===== src/rtl/pw_pkg.sv =====
package pw_pkg;
  typedef enum logic [3:0] {
    WS_IDLE,
    WS_RD_PDE,
    WS_WT_PDE,
    WS_UP_PDE,
    WS_RD_PTE,
    WS_WT_PTE,
    WS_UP_PTE,
    WS_DONE,
    WS_FAULT
  } walk_state_e;
endpackage


===== src/rtl/pw_addr_gen.sv =====
module pw_addr_gen #(
  parameter int AW = 32,
  parameter int IDX_W = 10,
  parameter int ELOG = 2,
  localparam int OFF_W = IDX_W + ELOG,
  localparam int FW = AW - OFF_W
) (
  input  logic [FW-1:0] dir_frame,
  input  logic [FW-1:0] tbl_frame,
  input  logic [FW-1:0] page_frame,
  input  logic [AW-1:0] laddr,
  output logic [AW-1:0] pde_addr,
  output logic [AW-1:0] pte_addr,
  output logic [AW-1:0] phys_addr
);
  // directory index: top IDX_W bits; table index: the IDX_W bits above the offset
  assign pde_addr  = {dir_frame, laddr[AW-1 -: IDX_W], {ELOG{1'b0}}};
  assign pte_addr  = {tbl_frame, laddr[OFF_W +: IDX_W], {ELOG{1'b0}}};
  assign phys_addr = {page_frame, laddr[OFF_W-1:0]};
endmodule


===== src/rtl/pw_entry_eval.sv =====
module pw_entry_eval #(
  parameter int EW = 32,
  parameter int P_BIT = 0,
  parameter int A_BIT = 5,
  parameter int D_BIT = 6,
  parameter bit LEAF = 1'b0
) (
  input  logic [EW-1:0] entry,
  input  logic          wr,
  output logic          present,
  output logic          need_wb,
  output logic [EW-1:0] wb_data
);
  logic          mark_d;
  logic [EW-1:0] set_mask;

  // only the leaf level ever gets a dirty mark
  assign mark_d   = LEAF & wr;
  assign set_mask = (EW'(1) << A_BIT) | (EW'(mark_d) << D_BIT);
  assign wb_data  = entry | set_mask;
  assign need_wb  = (wb_data != entry);
  assign present  = entry[P_BIT];
endmodule


===== src/rtl/pw_walk_fsm.sv =====
module pw_walk_fsm
  import pw_pkg::*;
(
  input  logic        clk,
  input  logic        rst_n,
  input  logic        req_valid,
  input  logic        mem_req_ready,
  input  logic        mem_rsp_valid,
  input  logic        rsp_ready,
  input  logic [1:0]  lvl_present,
  input  logic [1:0]  lvl_need_wb,
  output walk_state_e state,
  output logic        accept,
  output logic [1:0]  capture,
  output logic        load_fault
);
  walk_state_e nxt;

  always_comb begin
    nxt = state;
    case (state)
      WS_IDLE:   if (req_valid) nxt = WS_RD_PDE;
      WS_RD_PDE: if (mem_req_ready) nxt = WS_WT_PDE;
      WS_WT_PDE:
        if (mem_rsp_valid) begin
          if (!lvl_present[0])     nxt = WS_FAULT;
          else if (lvl_need_wb[0]) nxt = WS_UP_PDE;
          else                     nxt = WS_RD_PTE;
        end
      WS_UP_PDE: if (mem_req_ready) nxt = WS_RD_PTE;
      WS_RD_PTE: if (mem_req_ready) nxt = WS_WT_PTE;
      WS_WT_PTE:
        if (mem_rsp_valid) begin
          if (!lvl_present[1])     nxt = WS_FAULT;
          else if (lvl_need_wb[1]) nxt = WS_UP_PTE;
          else                     nxt = WS_DONE;
        end
      WS_UP_PTE: if (mem_req_ready) nxt = WS_DONE;
      WS_DONE, WS_FAULT: if (rsp_ready) nxt = WS_IDLE;
      default:   nxt = WS_IDLE;
    endcase
  end

  always_ff @(posedge clk) begin
    if (!rst_n) state <= WS_IDLE;
    else        state <= nxt;
  end

  assign accept     = (state == WS_IDLE) && req_valid;
  assign capture[0] = (state == WS_WT_PDE) && mem_rsp_valid;
  assign capture[1] = (state == WS_WT_PTE) && mem_rsp_valid;
  assign load_fault = (nxt == WS_FAULT) && (state != WS_FAULT);
endmodule


===== src/rtl/pw_walker.sv =====
module pw_walker
  import pw_pkg::*;
#(
  parameter int IDX_W = 10,
  parameter int ELOG = 2,
  parameter int P_BIT = 0,
  parameter int A_BIT = 5,
  parameter int D_BIT = 6,
  localparam int OFF_W = IDX_W + ELOG,
  localparam int AW = 2 * IDX_W + OFF_W,
  localparam int FW = AW - OFF_W
) (
  input  logic          clk,
  input  logic          rst_n,
  input  logic [AW-1:0] dir_base,
  input  logic          req_valid,
  output logic          req_ready,
  input  logic [AW-1:0] req_laddr,
  input  logic          req_write,
  output logic          rsp_valid,
  input  logic          rsp_ready,
  output logic [AW-1:0] rsp_paddr,
  output logic          rsp_fault,
  output logic [AW-1:0] fault_addr,
  output logic          mem_req_valid,
  input  logic          mem_req_ready,
  output logic          mem_req_we,
  output logic [AW-1:0] mem_req_addr,
  output logic [AW-1:0] mem_req_wdata,
  input  logic          mem_rsp_valid,
  input  logic [AW-1:0] mem_rsp_rdata
);
  walk_state_e   state;
  logic          accept;
  logic [1:0]    capture;
  logic          load_fault;
  logic [AW-1:0] la_q;
  logic          wr_q;
  logic [FW-1:0] dirf_q;
  logic [AW-1:0] ent_q   [2];
  logic [AW-1:0] ent_in  [2];
  logic [AW-1:0] ent_wb  [2];
  logic [1:0]    lvl_present;
  logic [1:0]    lvl_need_wb;
  logic [AW-1:0] fault_q;
  logic [AW-1:0] pde_addr;
  logic [AW-1:0] pte_addr;
  logic [AW-1:0] phys_addr;
  logic          unused_dir_low;

  assign unused_dir_low = ^dir_base[OFF_W-1:0];

  pw_walk_fsm u_fsm (
    .clk          (clk),
    .rst_n        (rst_n),
    .req_valid    (req_valid),
    .mem_req_ready(mem_req_ready),
    .mem_rsp_valid(mem_rsp_valid),
    .rsp_ready    (rsp_ready),
    .lvl_present  (lvl_present),
    .lvl_need_wb  (lvl_need_wb),
    .state        (state),
    .accept       (accept),
    .capture      (capture),
    .load_fault   (load_fault)
  );

  // one evaluator per level; decisions use live read data, write-backs use the held entry
  for (genvar l = 0; l < 2; l++) begin : g_lvl
    assign ent_in[l] = capture[l] ? mem_rsp_rdata : ent_q[l];
    pw_entry_eval #(
      .EW   (AW),
      .P_BIT(P_BIT),
      .A_BIT(A_BIT),
      .D_BIT(D_BIT),
      .LEAF (l == 1)
    ) u_eval (
      .entry  (ent_in[l]),
      .wr     (wr_q),
      .present(lvl_present[l]),
      .need_wb(lvl_need_wb[l]),
      .wb_data(ent_wb[l])
    );
  end

  pw_addr_gen #(
    .AW   (AW),
    .IDX_W(IDX_W),
    .ELOG (ELOG)
  ) u_addr (
    .dir_frame (dirf_q),
    .tbl_frame (ent_q[0][AW-1:OFF_W]),
    .page_frame(ent_q[1][AW-1:OFF_W]),
    .laddr     (la_q),
    .pde_addr  (pde_addr),
    .pte_addr  (pte_addr),
    .phys_addr (phys_addr)
  );

  always_ff @(posedge clk) begin
    if (!rst_n) begin
      la_q    <= '0;
      wr_q    <= 1'b0;
      dirf_q  <= '0;
      fault_q <= '0;
      for (int l = 0; l < 2; l++) ent_q[l] <= '0;
    end else begin
      if (accept) begin
        la_q   <= req_laddr;
        wr_q   <= req_write;
        dirf_q <= dir_base[AW-1:OFF_W];
      end
      for (int l = 0; l < 2; l++)
        if (capture[l]) ent_q[l] <= mem_rsp_rdata;
      if (load_fault) fault_q <= la_q;
    end
  end

  always_comb begin
    mem_req_valid = 1'b0;
    mem_req_we    = 1'b0;
    mem_req_addr  = pde_addr;
    mem_req_wdata = '0;
    case (state)
      WS_RD_PDE: mem_req_valid = 1'b1;
      WS_UP_PDE: begin
        mem_req_valid = 1'b1;
        mem_req_we    = 1'b1;
        mem_req_wdata = ent_wb[0];
      end
      WS_RD_PTE: begin
        mem_req_valid = 1'b1;
        mem_req_addr  = pte_addr;
      end
      WS_UP_PTE: begin
        mem_req_valid = 1'b1;
        mem_req_we    = 1'b1;
        mem_req_addr  = pte_addr;
        mem_req_wdata = ent_wb[1];
      end
      default: ;
    endcase
  end

  assign req_ready  = (state == WS_IDLE);
  assign rsp_valid  = (state == WS_DONE) || (state == WS_FAULT);
  assign rsp_fault  = (state == WS_FAULT);
  assign rsp_paddr  = (state == WS_DONE) ? phys_addr : '0;
  assign fault_addr = fault_q;
endmodule


===== config.mk =====
export PLATFORM = sky130hd
export DESIGN_NAME = pw_walker
export DESIGN_NICKNAME = d
export VERILOG_FILES = /design/src/rtl/pw_pkg.sv /design/src/rtl/pw_addr_gen.sv /design/src/rtl/pw_entry_eval.sv /design/src/rtl/pw_walk_fsm.sv /design/src/rtl/pw_walker.sv
export SDC_FILE = /design/constraint.sdc
export NUM_CORES = 1
export LEC_CHECK = 0
export ABC_CLOCK_PERIOD_IN_PS = 3800
export BUFFER_PORTS_ARGS = -buffer_cell sky130_fd_sc_hd__buf_2
export CAP_MARGIN = 20
export CORE_MARGIN = 2
export CORE_UTILIZATION = 50
export CTS_CLUSTER_DIAMETER = 30
export CTS_CLUSTER_SIZE = 25
export DETAILED_ROUTE_END_ITERATION = 10
export MAX_ROUTING_LAYER = met4
export PLACE_DENSITY = 0.8
export SLEW_MARGIN = 5
export SYNTH_ARGS = -nofsm -noshare
export SYNTH_HDL_FRONTEND = slang
export SYNTH_SLANG_ARGS = --single-unit

===== constraint.sdc =====
create_clock -name clk -period 3.8 [get_ports clk]
set_input_delay 0.38 -clock clk [delete_from_list [all_inputs] [get_ports clk]]
set_output_delay 0.38 -clock clk [all_outputs]
set_load 0.05 [all_outputs]

==> results <==
- The worst setup path is captured at a primary output.
- The power density over cell area is 476 mW/mm².
- The final hold violation count came to 0.
- For this run, the post-layout net count is 1,011.
- Buffers inserted to repair hold after CTS numbered 0.
- TritonCTS built the clock tree.
- The worst reg2reg path startpoint is u_fsm.state[1]$_SDFF_PN0_.
- Synthesis instantiated 40 different standard cells from the library.
- The nature of the critical path startpoint is a flop.
- The max-slew violation count is 0.
- CTS built an H-tree with a depth of 4.
- In the finished design, the share of the clock period the worst path needs comes to 0.808.
- The number of clock buffers added by TritonCTS is 17.
- For this run, the share of the core covered by cells in the final layout is 0.656.
- The total number of vias is 5,731.
- For this run, asynchronously set or reset flops after synthesis account for 0.
- The number of warnings reported in the yosys synthesis log is 0.
- The worst-case vdd ir drop is 329 µV.
- A synthesized cell averages 9.25 µm².
- The first-pass iteration count of the detailed router is 7.
- The initial antenna violation count was 0.
- Of the cells placed in the final design, the portion with a size suffix greater than 1 is 0.337.
- Summed over all layers, the routed wires come to 17,500 µm.
- The placer congestion estimate is 0.855.
- For the pin with the worst max-slew slack, the measured transition is 883 ps.
- The largest buffer count on any clock path is 2.
- Entering global routing, the biggest net connects 66 pins.
- The floorplan step set the die height to 118 µm.
- The run finished with clean final reports.
- The non-filler instance count after layout is 1,093.
- The max capacitance violation total is 0.
- The first global-routing pass estimated 28,000 µm of wire.
- In this design, the largest share of critical-path delay is due to simple AND/OR/NAND/NOR gates.
- The clock-pin slew reported for the worst setup and hold paths after clock tree synthesis is 60 ps.
- Setup violations remaining at the end of the flow were counted as 0.
- The most used flip-flop cell after synthesis is sky130_fd_sc_hd__dfxtp_1.
- The cell chosen for the clock root is sky130_fd_sc_hd__clkbuf_16.
- For this run, the slowest stage of the critical path takes 620 ps.
- The clock net sink count is 151.
- For the worst setup path, the data arrival time is 2690 ps.
- The detailed-placement wirelength estimate is 11,100 µm.
- The post-detailed-route DRC marker count is 0.
- Summed over all cells, the static leakage comes to 3.83 nW.
- The total grt overflow is 0.
- The placeable core area is 0.0127 mm².
- The remaining antenna violation count after routing is 0.
- The launch point of the critical path is u_fsm.state[2]$_SDFF_PN0_.
- Leaving out fill and tap cells, the most frequent cells in the layout are sky130_fd_sc_hd__buf_2, sky130_fd_sc_hd__nand2_1, sky130_fd_sc_hd__dfxtp_1.
- The number of placed instances with taps included is 1,060.
- The number of synthesized flops with an enable pin is 62.
- Walking the worst path, the cells encountered are nand2b_1 -> nor2_2 -> buf_4 -> and2_1 -> buf_2.
- After the first detailed-routing iteration, the DRC count stood at 577.
- Setup repair after global routing left no endpoint under its margin.
- After clock tree synthesis, the repair step resized 0 gates.
- The worst setup path is of the flop to primary output kind.
- Of the synthesized area, sequential elements account for 0.556.
- The signed area change from the synthesized netlist to the final layout is 27.4%.
- The normalized max-slew margin is 0.412.
- The die covers 0.0140 mm².
- The antenna diode count is 0.
- The clock reaches the later pin of the worst-skew pair after 420 ps.
- The count of buffering cells on the critical path with inverters included is 2.
- The overall fraction of global-route tracks in use is 0.262.
- The vias per cell is 5.24.
- The most common library cell in the layout ignoring fill and taps is sky130_fd_sc_hd__buf_2.
- The initial core utilization is 0.515.
- Subtracting the final worst setup slack from the clock period gives 3070 ps.
- The layout has 1,059 filler cells.
- The row count is 41.
- The count of mapped cells out of synthesis is 708.
- On the final layout, the worst clock skew is 6.67 ps.
- Data on the critical path is required at its endpoint by 3420 ps.
- The register bit total from synthesis is 151.
- The count of boundary I/O pins is 236.
- The count of buffers from port buffering is 221.
- The worst min-delay path class is input pin to flop.
- The horizontal die dimension is 118 µm.
- The highest clock frequency the design can meet is 0.326 GHz.
- The number of global-route vias before repair is 5,572.
- The largest driver fanout on the critical path is 20.
- For the final routed database, the setup TNS stands at 0 ps.
- After synthesis the cells add up to 0.00655 mm².
- The average detailed-routed wire length per instance is 16.0 µm.
- The largest individual stage delay along the critical path comes from the cell sky130_fd_sc_hd__dfxtp_1.
- The startpoint identified for the worst hold timing path is dir_base[21].
- The post-CTS repair timing setup buffer count is 0.
-- area by class of cell --
cell class | instances | area (µm²) | share of cell area
Clock buffer | 18 | 429 | 0.0514
Clock inverter | 14 | 174 | 0.0208
Inverter | 4 | 15.0 | 0.00180
Multi-Input combinational cell | 500 | 2650 | 0.318
Sequential cell | 151 | 3640 | 0.437
Tap cell | 172 | 215 | 0.0258
Timing Repair Buffer | 234 | 1220 | 0.146
-- cells in the mapped netlist (all sizes together) (2+ instances only) --
cell | n | area, µm²
mux2 | 30 | 338
nand3 | 32 | 160
dfxtp | 89 | 1780
edfxtp | 62 | 1860
inv | 4 | 15.0
and2 | 64 | 400
a211oi | 3 | 37.5
nand2b | 7 | 43.8
nand3b | 2 | 15.0
buf | 22 | 174
or3 | 2 | 17.5
nor2 | 8 | 30.0
or2 | 2 | 12.5
nor2b | 2 | 12.5
nor3b | 2 | 26.3
a21oi | 60 | 300
o22ai | 2 | 12.5
nor3 | 5 | 25.0
o21ai | 63 | 315
nand2 | 204 | 766
clkbuf | 32 | 121
-- layer usage --
metal,up-vias,share of wire,global-route usage
met5,-,0,-
met2,248,0.50,0.444
met3,24,0.083,0.0637
li1,2781,-,-
met4,0,0.016,0.0893
met1,2678,0.40,0.305
-- path summary, 6_finish.rpt --
| kind | to | slack, ps | cells past startpoint |
|---|---|---|---|
| setup / recovery | rsp_paddr[13] | 730 | 5 |
| hold / removal | dirf_q[9]$_SDFFE_PN0P_ | 200 | 3 |
| setup reg to reg | u_fsm.state[3]$_SDFF_PN0_ | 1440 | 5 |
| hold reg to reg | fault_addr[16]$_SDFFE_PN0P_ | 440 | 2 |
-- metrics by stage --
| stage | area (µm²) | hold slack [ps] | total power [W] | setup slack, ps |
|---|---|---|---|---|
| after floorplan | 6560 | 434 | 0.00216 | 528 |
| after global placement | 7720 | 432 | 0.00229 | 1170 |
| after detailed placement | 7720 | 438 | 0.00230 | 1200 |
| after CTS | 8330 | 180 | 0.00400 | 736 |
| after global routing | 8350 | 192 | 0.00412 | 561 |
| final | 8350 | 199 | 0.00397 | 730 |
-- worst min-delay path, stage by stage --
cell	delay [ps]
sky130_fd_sc_hd__buf_2	90
sky130_fd_sc_hd__nand2_1	40
sky130_fd_sc_hd__a21oi_1	50
-- cells by family (layout without fill, tap and decap cells) --
kind of cell              count (synthesis)  count (layout)  share of synthesized area
buffers and inverters                    58             270                     0.0474
other                                     1               2                   0.000572
DFF                                     151             151                      0.556
xor gates and xnor gates                  1               1                    0.00134
and+or+nand+nor                         333             333                      0.234
muxes                                    31              31                     0.0531
AOI/OAI and AO/OA                       133             133                      0.108
-- report_power, final --
part,total [W],leakage [nW],switching (W),internal [W]
logic,0.000453,2.18,0.000316,0.000137
clock network,0.00170,0.283,0.000666,0.00104
registers,0.00182,1.37,0.0000498,0.00177
total,0.00397,3.83,0.00103,0.00294
-- flip-flops by register name, summed over array words and instances, names as in the netlist --
signal       cells
dirf_q          20
ent_q           62
fault_addr      32
la_q            32
u_fsm.state      4
wr_q             1
(Power assumes the default switching activity.)
